## config.mk

```make
export PLATFORM = sky130hd
export DESIGN_NAME = nor_cmd_seq
export DESIGN_NICKNAME = d
export VERILOG_FILES = /design/src/rtl/nor_seq_pkg.sv /design/src/rtl/nsq_status_eval.sv /design/src/rtl/nsq_poll_timer.sv /design/src/rtl/nor_cmd_seq.sv
export SDC_FILE = /design/constraint.sdc
export NUM_CORES = 1
export LEC_CHECK = 0
export ABC_AREA = 1
export CELL_PAD_IN_SITES_DETAIL_PLACEMENT = 1
export CELL_PAD_IN_SITES_GLOBAL_PLACEMENT = 2
export CORE_ASPECT_RATIO = 0.5
export CORE_MARGIN = 3
export CORE_UTILIZATION = 32
export CTS_CLUSTER_DIAMETER = 80
export DETAILED_ROUTE_END_ITERATION = 7
export DONT_BUFFER_PORTS = 1
export PLACE_DENSITY_LB_ADDON = 0.1
export SLEW_MARGIN = 20
export SYNTH_ARGS = -nofsm -noshare
export SYNTH_HDL_FRONTEND = slang
export SYNTH_SLANG_ARGS = --single-unit
```

## constraint.sdc

```tcl
create_clock -name clk -period 2.2 [get_ports clk]
set_input_delay 0.33 -clock clk [delete_from_list [all_inputs] [get_ports clk]]
set_output_delay 0.33 -clock clk [all_outputs]
set_load 0.01 [all_outputs]
```

## src/rtl/nor_seq_pkg.sv

```systemverilog
package nor_seq_pkg;

    localparam int HALF_W = 16;
    localparam int WORD_W = 2 * HALF_W;
    localparam int RDY_BIT = 7;
    localparam int ERR_BIT = 4;
    localparam int PROT_BIT = 0;

    typedef enum logic [1:0] {
        OP_PROG   = 2'd0,
        OP_ERASE  = 2'd1,
        OP_LOCK   = 2'd2,
        OP_UNLOCK = 2'd3
    } op_e;

    typedef enum logic [1:0] {
        RES_OK         = 2'd0,
        RES_FAIL       = 2'd1,
        RES_NOT_ERASED = 2'd2
    } res_e;

    typedef enum logic [1:0] {
        LK_OPEN  = 2'd0,
        LK_SHUT  = 2'd1,
        LK_MIXED = 2'd2
    } lk_e;

    typedef struct packed {
        logic ready;
        logic err;
        lk_e  lk;
        logic covers;
    } stat_t;

    typedef enum logic [4:0] {
        S_IDLE, S_PRECHK, S_CLR, S_RDM, S_PSET, S_PDATA,
        S_ESET, S_ECONF, S_POLL, S_SUSP, S_TCLR, S_TRDM,
        S_LRDM, S_LSET, S_LACT, S_LRDM2, S_LID, S_LREAD,
        S_LEXIT, S_FIN
    } st_e;

    localparam logic [7:0] C_CLEAR   = 8'h50;
    localparam logic [7:0] C_ARRAY   = 8'hFF;
    localparam logic [7:0] C_PSETUP  = 8'h40;
    localparam logic [7:0] C_ESETUP  = 8'h20;
    localparam logic [7:0] C_CONFIRM = 8'hD0;
    localparam logic [7:0] C_SUSPEND = 8'hB0;
    localparam logic [7:0] C_LSETUP  = 8'h60;
    localparam logic [7:0] C_SETLOCK = 8'h01;
    localparam logic [7:0] C_IDREAD  = 8'h90;

    function automatic logic [WORD_W-1:0] both_halves(input logic [7:0] c);
        return {{(HALF_W-8){1'b0}}, c, {(HALF_W-8){1'b0}}, c};
    endfunction

endpackage

```

## src/rtl/nsq_status_eval.sv

```systemverilog
module nsq_status_eval
    import nor_seq_pkg::*;
(
    input  logic [WORD_W-1:0] rdata_i,
    input  logic [WORD_W-1:0] want_i,
    output stat_t             st_o
);
    logic [1:0] rdy_h;
    logic [1:0] err_h;
    logic [1:0] prot_h;

    for (genvar h = 0; h < 2; h++) begin : g_half
        assign rdy_h[h]  = rdata_i[h*HALF_W + RDY_BIT];
        assign err_h[h]  = rdata_i[h*HALF_W + ERR_BIT];
        assign prot_h[h] = rdata_i[h*HALF_W + PROT_BIT];
    end

    always_comb begin
        st_o.ready  = &rdy_h;
        st_o.err    = |err_h;
        st_o.covers = ((rdata_i & want_i) == want_i);
        case (prot_h)
            2'b00:   st_o.lk = LK_OPEN;
            2'b11:   st_o.lk = LK_SHUT;
            default: st_o.lk = LK_MIXED;
        endcase
    end
endmodule

```

## src/rtl/nsq_poll_timer.sv

```systemverilog
module nsq_poll_timer #(
    parameter int CNT_W = 8
) (
    input  logic             clk,
    input  logic             rst,
    input  logic             clear_i,
    input  logic             step_i,
    input  logic [CNT_W-1:0] limit_i,
    output logic             last_o
);
    logic [CNT_W-1:0] cnt_q;

    always_ff @(posedge clk) begin
        if (rst || clear_i) cnt_q <= '0;
        else if (step_i)    cnt_q <= cnt_q + CNT_W'(1);
    end

    assign last_o = (cnt_q == limit_i - CNT_W'(1));

    AST_POLL_WITHIN_LIMIT: assert property (@(posedge clk) disable iff (rst)
        step_i |-> (cnt_q < limit_i)) else $error("poll count past limit");
endmodule

```

## src/rtl/nor_cmd_seq.sv

```systemverilog
module nor_cmd_seq
    import nor_seq_pkg::*;
#(
    parameter int ADDR_W    = 24,
    parameter int PROG_TMO  = 16,
    parameter int ERASE_TMO = 40
) (
    input  logic              clk,
    input  logic              rst,
    input  logic              start_i,
    input  logic [1:0]        op_i,
    input  logic [ADDR_W-1:0] addr_i,
    input  logic [31:0]       wdata_i,
    output logic              busy_o,
    output logic              done_o,
    output logic [1:0]        result_o,
    output logic              locked_o,
    output logic [ADDR_W-1:0] fl_addr_o,
    output logic [31:0]       fl_wdata_o,
    input  logic [31:0]       fl_rdata_i,
    output logic              fl_we_o,
    output logic              fl_re_o
);
    localparam int TMO_MAX = (PROG_TMO > ERASE_TMO) ? PROG_TMO : ERASE_TMO;
    localparam int CNT_W   = $clog2(TMO_MAX + 1);

    st_e               state_q, state_d;
    op_e               op_q;
    logic [ADDR_W-1:0] addr_q;
    logic [WORD_W-1:0] data_q;
    res_e              res_q, res_d;
    logic              lock_q, lock_d;

    stat_t             st;
    logic              poll_last;
    logic [CNT_W-1:0]  poll_limit;
    logic              is_prog;
    logic              want_lock;

    assign is_prog    = (op_q == OP_PROG);
    assign want_lock  = (op_q == OP_LOCK);
    assign poll_limit = (op_q == OP_ERASE) ? CNT_W'(ERASE_TMO) : CNT_W'(PROG_TMO);

    nsq_status_eval u_eval (
        .rdata_i (fl_rdata_i),
        .want_i  (data_q),
        .st_o    (st)
    );

    nsq_poll_timer #(.CNT_W(CNT_W)) u_timer (
        .clk     (clk),
        .rst     (rst),
        .clear_i (state_q != S_POLL),
        .step_i  (state_q == S_POLL),
        .limit_i (poll_limit),
        .last_o  (poll_last)
    );

    // Bus action driven by the current step
    always_comb begin
        fl_we_o    = 1'b0;
        fl_re_o    = 1'b0;
        fl_addr_o  = addr_q;
        fl_wdata_o = '0;
        case (state_q)
            S_PRECHK, S_POLL: fl_re_o = 1'b1;
            S_LREAD: begin
                fl_re_o   = 1'b1;
                fl_addr_o = addr_q + ADDR_W'(2);
            end
            S_CLR, S_TCLR: begin
                fl_we_o = 1'b1; fl_wdata_o = both_halves(C_CLEAR);
            end
            S_RDM, S_TRDM, S_LRDM, S_LRDM2, S_LEXIT: begin
                fl_we_o = 1'b1; fl_wdata_o = both_halves(C_ARRAY);
            end
            S_PSET:  begin fl_we_o = 1'b1; fl_wdata_o = both_halves(C_PSETUP);  end
            S_PDATA: begin fl_we_o = 1'b1; fl_wdata_o = data_q;                 end
            S_ESET:  begin fl_we_o = 1'b1; fl_wdata_o = both_halves(C_ESETUP);  end
            S_ECONF: begin fl_we_o = 1'b1; fl_wdata_o = both_halves(C_CONFIRM); end
            S_SUSP:  begin fl_we_o = 1'b1; fl_wdata_o = both_halves(C_SUSPEND); end
            S_LSET:  begin fl_we_o = 1'b1; fl_wdata_o = both_halves(C_LSETUP);  end
            S_LACT: begin
                fl_we_o    = 1'b1;
                fl_wdata_o = want_lock ? both_halves(C_SETLOCK) : both_halves(C_CONFIRM);
            end
            S_LID:   begin fl_we_o = 1'b1; fl_wdata_o = both_halves(C_IDREAD);  end
            default: ;
        endcase
    end

    // Step ordering and outcome
    always_comb begin
        state_d = state_q;
        res_d   = res_q;
        lock_d  = lock_q;
        case (state_q)
            S_IDLE: if (start_i) begin
                res_d  = RES_OK;
                lock_d = 1'b0;
                case (op_e'(op_i))
                    OP_PROG:  state_d = S_PRECHK;
                    OP_ERASE: state_d = S_CLR;
                    default:  state_d = S_LRDM;
                endcase
            end
            S_PRECHK: begin
                if (st.covers) state_d = S_CLR;
                else begin
                    res_d   = RES_NOT_ERASED;
                    state_d = S_FIN;
                end
            end
            S_CLR:   state_d = is_prog ? S_RDM : S_ESET;
            S_RDM:   state_d = S_PSET;
            S_PSET:  state_d = S_PDATA;
            S_PDATA: state_d = S_POLL;
            S_ESET:  state_d = S_ECONF;
            S_ECONF: state_d = S_POLL;
            S_POLL: begin
                if (st.ready) begin
                    res_d   = (is_prog && st.err) ? RES_FAIL : RES_OK;
                    state_d = is_prog ? S_TCLR : S_TRDM;
                end else if (poll_last) begin
                    res_d   = RES_FAIL;
                    state_d = S_SUSP;
                end
            end
            S_SUSP:  state_d = is_prog ? S_TCLR : S_TRDM;
            S_TCLR:  state_d = S_TRDM;
            S_TRDM:  state_d = S_FIN;
            S_LRDM:  state_d = S_LSET;
            S_LSET:  state_d = S_LACT;
            S_LACT:  state_d = S_LRDM2;
            S_LRDM2: state_d = S_LID;
            S_LID:   state_d = S_LREAD;
            S_LREAD: begin
                lock_d = (st.lk != LK_OPEN);
                res_d  = ((st.lk == LK_MIXED) || ((st.lk == LK_SHUT) != want_lock))
                         ? RES_FAIL : RES_OK;
                state_d = S_LEXIT;
            end
            S_LEXIT: state_d = S_FIN;
            S_FIN:   state_d = S_IDLE;
            default: state_d = S_IDLE;
        endcase
    end

    always_ff @(posedge clk) begin
        if (rst) begin
            state_q <= S_IDLE;
            op_q    <= OP_PROG;
            addr_q  <= '0;
            data_q  <= '0;
            res_q   <= RES_OK;
            lock_q  <= 1'b0;
        end else begin
            state_q <= state_d;
            res_q   <= res_d;
            lock_q  <= lock_d;
            if (state_q == S_IDLE && start_i) begin
                op_q   <= op_e'(op_i);
                addr_q <= addr_i;
                data_q <= wdata_i;
            end
        end
    end

    assign busy_o   = (state_q != S_IDLE);
    assign done_o   = (state_q == S_FIN);
    assign result_o = done_o ? res_q : 2'd0;
    assign locked_o = done_o & lock_q;

    AST_IDLE_QUIET: assert property (@(posedge clk) disable iff (rst)
        !busy_o |-> (!fl_we_o && !fl_re_o && !done_o)) else $error("activity while idle");
    AST_NOT_ERASED_NO_WRITE: assert property (@(posedge clk) disable iff (rst)
        (done_o && result_o == 2'd2) |-> ($past(fl_re_o) && !$past(fl_we_o))) else $error("write before abort");
    AST_CMD_BOTH_HALVES: assert property (@(posedge clk) disable iff (rst)
        (fl_we_o && state_q != S_PDATA) |-> (fl_wdata_o[31:16] == fl_wdata_o[15:0])) else $error("command halves differ");
    AST_ONE_BUS_ACTION: assert property (@(posedge clk) disable iff (rst)
        !(fl_we_o && fl_re_o)) else $error("read and write together");
    AST_DONE_SINGLE: assert property (@(posedge clk) disable iff (rst)
        done_o |=> (!done_o && !busy_o)) else $error("done not a single pulse");
    AST_BUSY_HOLDS: assert property (@(posedge clk) disable iff (rst)
        (busy_o && !done_o) |=> busy_o) else $error("busy dropped early");
    AST_LOCK_FLAG_SCOPE: assert property (@(posedge clk) disable iff (rst)
        (done_o && locked_o) |-> (op_q == OP_LOCK || op_q == OP_UNLOCK)) else $error("lock flag on non-lock op");
endmodule

```

# ---- Yosys cells after proc, flatten, opt, wreduce, memory -nomap -nowiden
# Cells that the tools add are included.
dict set report classes {
  addsub 3
  eq_ne 32
  muxes 25
  n_bitwise 2
  n_reduce_logical 23
}
# cell count
set ops {}
lappend ops {{32-bit case mux with 10 select lines} 1}
lappend ops {{5-bit case mux with 17 select lines} 1}
lappend ops {{24-bit two-way mux} 2}
lappend ops {{5-bit by 4-bit == test with 1-bit output (second input constant)} 8}
lappend ops {{32-bit AND} 1}
lappend ops {{32-bit == test} 1}
lappend ops {{24-bit by 2-bit adder with 24-bit output (second input constant)} 1}
lappend ops {{5-bit by 3-bit == test with 1-bit output (second input constant)} 4}
lappend ops {{5-bit == test (second input constant)} 4}
lappend ops {{5-bit two-way mux} 4}
lappend ops {{15-bit OR reduction} 1}
lappend ops {{5-bit by 2-bit == test with 1-bit output (second input constant)} 2}
lappend ops {{2-bit two-way mux} 5}
lappend ops {{2-bit case mux with 4 select lines} 1}
lappend ops {{4-bit case mux with 2 select lines} 1}
lappend ops {{2-bit OR reduction} 4}
lappend ops {{6-bit by 1-bit adder with 6-bit output (second input constant)} 1}
lappend ops {{2-bit by 1-bit == test with 1-bit output (second input constant)} 3}
lappend ops {{2-bit == test (second input constant)} 3}
lappend ops {{6-bit == test} 1}
lappend ops {{2-bit zero test} 3}
lappend ops {{1-bit two-way mux} 6}
lappend ops {{6-bit two-way mux} 1}
lappend ops {{2-bit AND reduction} 3}
lappend ops {{other kinds (19)} 23}
dict set report word_totals {
  register_bits 72
  inputBits 93
  output_inout_bits 63
  word_cells 92
}

# ---- Logic depth before layout (Yosys ltp)
# Gate-level depths: netlist of run 1.
dict set report logic_depth {
  depth_word 7
  mapped_depth 11
  ltp_nobuf 11
}

# ---- Cells and area by module
# From an unflattened synthesis of run 1, not the netlist that was laid out.
dict set report unflattened {
  hier_cells 814
  area_unflattened_um2 4820.9
}
# mod instances cells_each area_per_inst_um2 seq_area_each_um2
set modules_own_cells {}
lappend modules_own_cells {nor_cmd_seq 1 639 3937.5 1321.3}
lappend modules_own_cells {nsq_poll_timer 1 76 484.2 120.1}
lappend modules_own_cells {nsq_status_eval 1 99 399.1 0.0}

# ---- Worst setup path after synthesis of run 1
# OpenSTA, ideal clock, no wires.
dict set report synth_timing {
  path_type {reg-to-output}
  start {register state_q[0]}
  end {output port fl_addr_o[15]}
  t_arrival_ns 1.419
  required_time_ns 1.870
  path_slack_ns 0.451
  path_stages_with_launch 10
  path_buffers 0
  cell_sequence {dfxtp_1 > inv_2 > nor2_4 > nand2_4 > nor2_8 > nand4_4 > inv_2 > nand2_2 > nor2_4 > xor2_1}
}
dict set report synth_between {
  elab_chain_len 2
}
# element line
set synth_rtl {}
lappend synth_rtl {{from (decl)} nor_cmd_seq.sv:27} ;# st_e state_q, state_d;
lappend synth_rtl {{from (signal assigned)} nor_cmd_seq.sv:158} ;# state_q <= state_d;
lappend synth_rtl {{5-bit == test} nor_cmd_seq.sv:65} ;# case (state_q)
lappend synth_rtl {{24-bit two-way mux} nor_cmd_seq.sv:65}
lappend synth_rtl {{to (decl)} nor_cmd_seq.sv:18} ;# output logic [ADDR_W-1:0] fl_addr_o,
# Every way passes these cells.

# ---- Final worst setup path of run 1
dict set report layout_timing {
  start {register state_q[0]}
  end {output port fl_addr_o[21]}
}
# The elaborated chain is that of the path after synthesis.

==> results.sh, run 1 <==
export IMPL_gr_max_usage_layer="met2"
export IMPL_dp_final_hpwl_mm=11.4
export IMPL_syn_area_mm2=0.00431
export IMPL_place_area_mm2=0.00456
export IMPL_detail_route_antenna_nets=0
export IMPL_synth_simple_gate_area_share_pct=34.4
export IMPL_combined_area_of_the_multi_input_logic_cells_mm2=0.00249
export IMPL_grt_max_degree=37
export IMPL_root_buf_cell="clkbuf_16"
export IMPL_power_per_cell_area_mw_per_mm2=1400
export IMPL_critPathCaptureType="primary output"
export IMPL_grt_overflow=0
export IMPL_register_area_mm2=0.00146
export IMPL_synthesis_yosys_warnings=0
export IMPL_synth_top_family_by_area="simple AND/OR/NAND/NOR gates"
export IMPL_insertion_delay_ns=0.34
export IMPL_reg2reg_slack_ns=0.46
export IMPL_final_min_clock_period_ns=2.12
export IMPL_die_outline_height_um=88.1
export IMPL_synthesis_nets=775
export IMPL_core_region_area_mm2=0.0129
export IMPL_vias_in_the_first_global_route=4331
export IMPL_wire_per_inst_um=17.0
export IMPL_final_net_count=788
export IMPL_grt_antenna_before_repair=0
export IMPL_cts_inserted_buffers=9
export IMPL_grt_total_usage_pct=19.6
export IMPL_top_level_ports=156
export IMPL_synth_yosys_seq_area_share_pct=33.4
export IMPL_dr_total_vias=4251
export IMPL_unrepaired_setup_endpoints_after_global_routing="true"
export IMPL_timing_critical_path_from_type="flip-flop"
export IMPL_synth_compound_area_share_pct=14.8
export IMPL_cts_max_level=3
export IMPL_cp_arrival_ns=1.79
export IMPL_wl_mm=14.7
export IMPL_tightest_slew_ns=0.461
export IMPL_grt_met2_usage_pct=34.2
export IMPL_syn_to_final_growth_pct=18.0
export IMPL_share_of_layout_cells_above_drive_strength_1_pct=15.2
export IMPL_relSlewSlack_pct=69.2
export IMPL_leakage_nw=2.40
export IMPL_drcViolationCount=0
export IMPL_maxCapViolations=0
export IMPL_run_status="completed"
export IMPL_grt_first_pass_wirelength_mm=22.9
export IMPL_worst_ir_drop_vdd_mv=0.545
export IMPL_yosysUniqueCellTypes=33
export IMPL_die_width_um=170
export IMPL_viasPerCell=4.91
export IMPL_ys_ff_latch=72
export IMPL_path_max_fanout=5
export IMPL_timing_final_crit_share_pct=96.2
export IMPL_clock_tree_from_tritoncts="done"
export IMPL_clock_path_buffers=2
export IMPL_yosys_mux_area_fraction_pct=0
export IMPL_worstRegToRegCells=9
export IMPL_timing_worst_setup_path_type="reg2out"
export IMPL_drt_pass1_iter_count=4
export IMPL_setup_viol=0
export IMPL_post_synth_fa_ha_maj_area_fraction_pct=1.16
export IMPL_post_synth_xor_area_fraction_pct=4.27
export IMPL_fin_worst_hold_slack_ns=0.0587
export IMPL_synthesis_instances=678
export IMPL_n_antenna_cell=0
export IMPL_place_ws_ns=0.103
export IMPL_finish_instance_area_mm2=0.00509
export IMPL_fmax_mhz=473
export IMPL_filler_cell_count=1679
export IMPL_post_route_worst_setup_slack_ns=0.0844
export IMPL_required_ns=1.87
export IMPL_drt_initial_drc_count=113
export IMPL_global_route_met1_utilization_pct=23.9
export IMPL_floorplan_initialDensity_pct=33.4
export IMPL_postCtsHoldBufs=0
export IMPL_buffer_ports_inserted=0
export IMPL_design_die_area_mm2=0.0150
export IMPL_cts_num_sinks=72
export IMPL_worst_setup_hold_path_clk_slew_ns=0.06
export IMPL_clock_skew_final_ns=0.00953
export IMPL_use_met3_pct=7.17
export IMPL_finalHoldViolCount=0
export IMPL_gp_congestion=0.871
export IMPL_synthesis_area_per_instance_um2=6.36
export IMPL_placementRows=29
export IMPL_worstHoldPathType="in2reg"
export IMPL_slew_viol_final=0
export IMPL_hold_depth=1
==> cell usage after synthesis <==
master	instances	area, um^2
a211oi_1	3	22.5
a21oi_1	43	215
a31oi_1	1	6.26
buf_2	5	25.0
buf_4	3	22.5
buf_6	4	45.0
clkbuf_1	10	37.5
clkbuf_2	1	5.00
dfxtp_1	72	1440
ha_1	4	50.1
inv_1	91	342
inv_2	5	18.8
inv_4	3	18.8
nand2_1	145	544
nand2_2	4	25.0
nand2_4	1	11.3
nand3_1	22	110
nand3b_1	2	15.0
nand4_1	6	37.5
nand4_4	2	42.5
nor2_1	126	473
nor2_2	3	18.8
nor2_4	6	67.6
nor2_8	2	40.0
nor3_1	9	45.0
nor3_2	4	40.0
nor3b_1	1	7.51
nor4_1	1	6.26
o21ai_0	50	250
o21ai_1	27	135
o31ai_1	1	7.51
xnor2_1	8	70.1
xor2_1	13	114
==> through the flow <==
step                      instances  util [%]  TNS [ns]  power (mW)
after floorplan                 678         -         0        4.54
after global placement          843      35.3         0        5.44
after detailed placement        843      35.3         0        5.48
after CTS                       863      38.4   -0.0200        7.11
after global routing            866      39.4    -0.247        7.73
final                           866      39.4         0        7.13
==> registers in the layout, summed over array words and instances (netlist names) <==
signal         count
data_q            32
addr_q            24
u_timer.cnt_q      6
state_q            5
op_q               2
res_q              2
lock_q             1
==> repair_timing <==
action,in CTS,in global routing
setup endpoints to repair,30,25
gates cloned,0,0
pin swaps,4,4
resized for setup,20,29
setup buffers,4,3
==> power breakdown <==
part | switching (mW) | internal [mW] | leakage [nW]
clock network | 0.600 | 0.913 | 0.145
logic | 2.27 | 1.06 | 1.66
registers | 0.457 | 1.83 | 0.597
total | 3.33 | 3.80 | 2.40
==> cells in the final DEF, fill, tap and decap left out, types with 2 or more instances in the layout <==
master      netlist  final
a211oi_1          3      3
a21oi_1          43     42
buf_12            0      3
buf_4             3     22
clkbuf_16         0      9
clkinvlp_4        0      2
dfxtp_1          72     63
dfxtp_2           0      6
dfxtp_4           0      3
ha_1              4      3
inv_1            91     88
inv_2             5      6
inv_4             3      4
inv_6             0      2
nand2_1         145    141
nand2_2           4      8
nand3_1          22     21
nand3b_1          2      2
nand4_1           6      6
nand4_4           2      2
nor2_1          126    121
nor2_2            3      5
nor2_4            6      9
nor2_8            2      2
nor3_1            9      5
nor3_2            4      6
nor3_4            0      2
o21ai_0          50     48
o21ai_1          27     29
xnor2_1           8      5
xnor2_2           0      3
xor2_1           13     10
xor2_2            0      3
==> per-layer routing <==
layer / vias to the layer above / wire length (um)
met5: - / 0
met4: 0 / 93
met3: 6 / 1040
met2: 97 / 6900
met1: 1990 / 6660
li1: 2158 / -
==> logic make-up (layout without fill, tap and decap cells) <==
group                    Yosys count  after routing
AND/OR/NAND/NOR                  334            334
AO/OA/AOI/OAI                    125            125
buffers and inverters            122            140
flip-flops                        72             72
XOR/XNOR                          21             21
adder cells (fa/ha/maj)            4              4
==> layout make-up <==
cell class                      instances  area share (%)
Timing Repair Buffer                   25            4.43
Clock buffer                           10            4.70
Multi-Input combinational cell        484            49.1
Inverter                               99            7.60
Clock inverter                          6            1.33
Sequential cell                        72            28.7
Tap cell                              170            4.18
==> final timing paths <==
path / startpoint / end
hold reg to reg: u_timer.cnt_q[0] / u_timer.cnt_q[0]
hold / removal: rst / state_q[4]
setup / recovery: state_q[0] / fl_addr_o[21]
setup reg to reg: state_q[2] / data_q[29]
==> worst max-delay path, stage by stage (launching register included) <==
cell and delay (ns):
dfxtp_4 0.38, inv_4 0.05, nor2_4 0.13, nand2_4 0.08, nor2_8 0.15, nand4_4 0.13, nor2_4 0.12, nand2_2 0.11
nor2_2 0.10, nor2_1 0.05, nor2_2 0.14
Note: power is estimated with default switching activity, not from simulation.
==> inputs of run 2 (changes only) <==
- REMOVE_ABC_BUFFERS: default -> 1
==> results.sh, run 2 (synthesis results as in run 1) <==
export IMPL_timing_critical_path_from_type="flip-flop"
export IMPL_postCtsHoldBufs=0
export IMPL_design_die_area_mm2=0.0150
export IMPL_grt_overflow=0
export IMPL_viasPerCell=4.93
export IMPL_finish_cell_count_without_fillers=871
export IMPL_critPathCaptureType="primary output"
export IMPL_wire_per_inst_um=17.2
export IMPL_post_route_worst_setup_slack_ns=-0.0205
export IMPL_run_status="finished, violations left"
export IMPL_wl_mm=15.0
export IMPL_grt_total_usage_pct=19.6
export IMPL_grt_max_degree=90
export IMPL_buffer_ports_inserted=0
export IMPL_finalHoldViolCount=0
export IMPL_grt_first_pass_wirelength_mm=23.0
export IMPL_leakage_nw=2.49
export IMPL_cts_max_level=3
export IMPL_die_width_um=170
export IMPL_fmax_mhz=450
export IMPL_cts_inserted_buffers=9
export IMPL_drt_initial_drc_count=218
export IMPL_vias_in_the_first_global_route=4296
export IMPL_cts_num_sinks=72
export IMPL_timing_worst_setup_path_type="reg2out"
export IMPL_layout_cells_most_common_list="nand2_1, nor2_1, inv_1"
export IMPL_syn_to_final_growth_pct=22.7
export IMPL_fin_worst_hold_slack_ns=0.0498
export IMPL_worst_ir_drop_vdd_mv=0.481
export IMPL_total_power_mw=7.27
export IMPL_worstHoldPathType="in2reg"
export IMPL_maxCapViolations=0
export IMPL_final_min_clock_period_ns=2.22
export IMPL_worst_setup_hold_path_clk_slew_ns=0.06
export IMPL_top_level_ports=156
export IMPL_place_ws_ns=0.0160
export IMPL_mostFrequentLayoutCell="nand2_1"
export IMPL_failing_checks="setup timing"
export IMPL_tightest_slew_ns=0.873
export IMPL_path_max_fanout=19
export IMPL_die_outline_height_um=88.1
export IMPL_drcViolationCount=0
export IMPL_floorplan_initialDensity_pct=33.4
export IMPL_core_region_area_mm2=0.0129
export IMPL_max_flop_register="data_q"
export IMPL_power_per_cell_area_mw_per_mm2=1370
export IMPL_largest_register_ffs=32
export IMPL_placementRows=29
export IMPL_slew_viol_final=0
export IMPL_largest_registers="data_q: 32 flops, addr_q: 24 flops, u_timer.cnt_q: 6 flops"
export IMPL_dr_total_vias=4290
export IMPL_final_net_count=794
export IMPL_share_of_layout_cells_above_drive_strength_1_pct=20.3
export IMPL_drt_pass1_iter_count=4
export IMPL_unrepaired_setup_endpoints_after_global_routing="true"
export IMPL_clock_tree_from_tritoncts="done"
export IMPL_clock_skew_final_ns=0.00712
export IMPL_relSlewSlack_pct=41.8
export IMPL_placed_cells=841
export IMPL_required_ns=1.87
export IMPL_n_antenna_cell=0
export IMPL_grt_antenna_before_repair=1
export IMPL_root_buf_cell="clkbuf_16"
export IMPL_cp_arrival_ns=1.89
export IMPL_insertion_delay_ns=0.33
export IMPL_detail_route_antenna_nets=0
export IMPL_setup_viol=7
export IMPL_dp_final_hpwl_mm=11.0
export IMPL_timing_final_crit_share_pct=101
export IMPL_gp_congestion=0.912
export IMPL_clock_path_buffers=2
[run 2: path summary, 6_finish.rpt]
path / start / to / slack [ns] / cells past startpoint
max: state_q[0] / fl_wdata_o[3] / -0.02 / 9
min: rst / state_q[4] / 0.05 / 1
max reg2reg: state_q[4] / lock_q / 0.28 / 8
min reg2reg: u_timer.cnt_q[0] / u_timer.cnt_q[0] / 0.45 / 1
[run 2: area by class of cell]
type	count	area (um^2)
clock buffer	13	270
multi-input combinational	484	2660
inverter	99	389
clock inverter	2	37.5
sequential	72	1470
fill	1682	7630
tap	170	213
timing repair buffer	31	256
[run 2: worst max-delay path, stage by stage (launching register included)]
cell	delay, ns
dfxtp_4	0.38
inv_4	0.05
nor2_4	0.15
buf_4	0.13
buf_4	0.10
inv_1	0.07
nor2_4	0.24
inv_8	0.12
o21ai_0	0.18
buf_4	0.15
[run 2: per-stage QoR]
stage	area, um^2	setup TNS (ns)	utilization (%)
after global routing	5290	-2.30	41.0
after CTS	4990	-0.0588	38.6
after global placement	4520	-0.00911	35.0
after floorplan	4180	0	-
after detailed placement	4520	0	35.0
final	5290	-0.0766	41.0
[run 2: layer usage]
metal	vias to the layer above	GRT usage, %	part of all wire (%)
met5	-	0	0.087
li1	2152	-	-
met4	2	4.12	0.73
met1	2026	23.9	43
met3	14	7.39	7.1
met2	96	33.6	49
[run 2: report_power, final]
group / internal, mW / switching [mW]
sequential: 1.84 / 0.482
combinational: 1.09 / 2.33
clock: 0.966 / 0.565
total: 3.89 / 3.38
[run 2: what timing repair did]
item | in CTS | in global routing
gates cloned | 0 | 1
buffers inserted | 8 | 6
gates resized for setup | 26 | 69
pin swaps | 5 | 9
setup endpoints to repair | 45 | 46
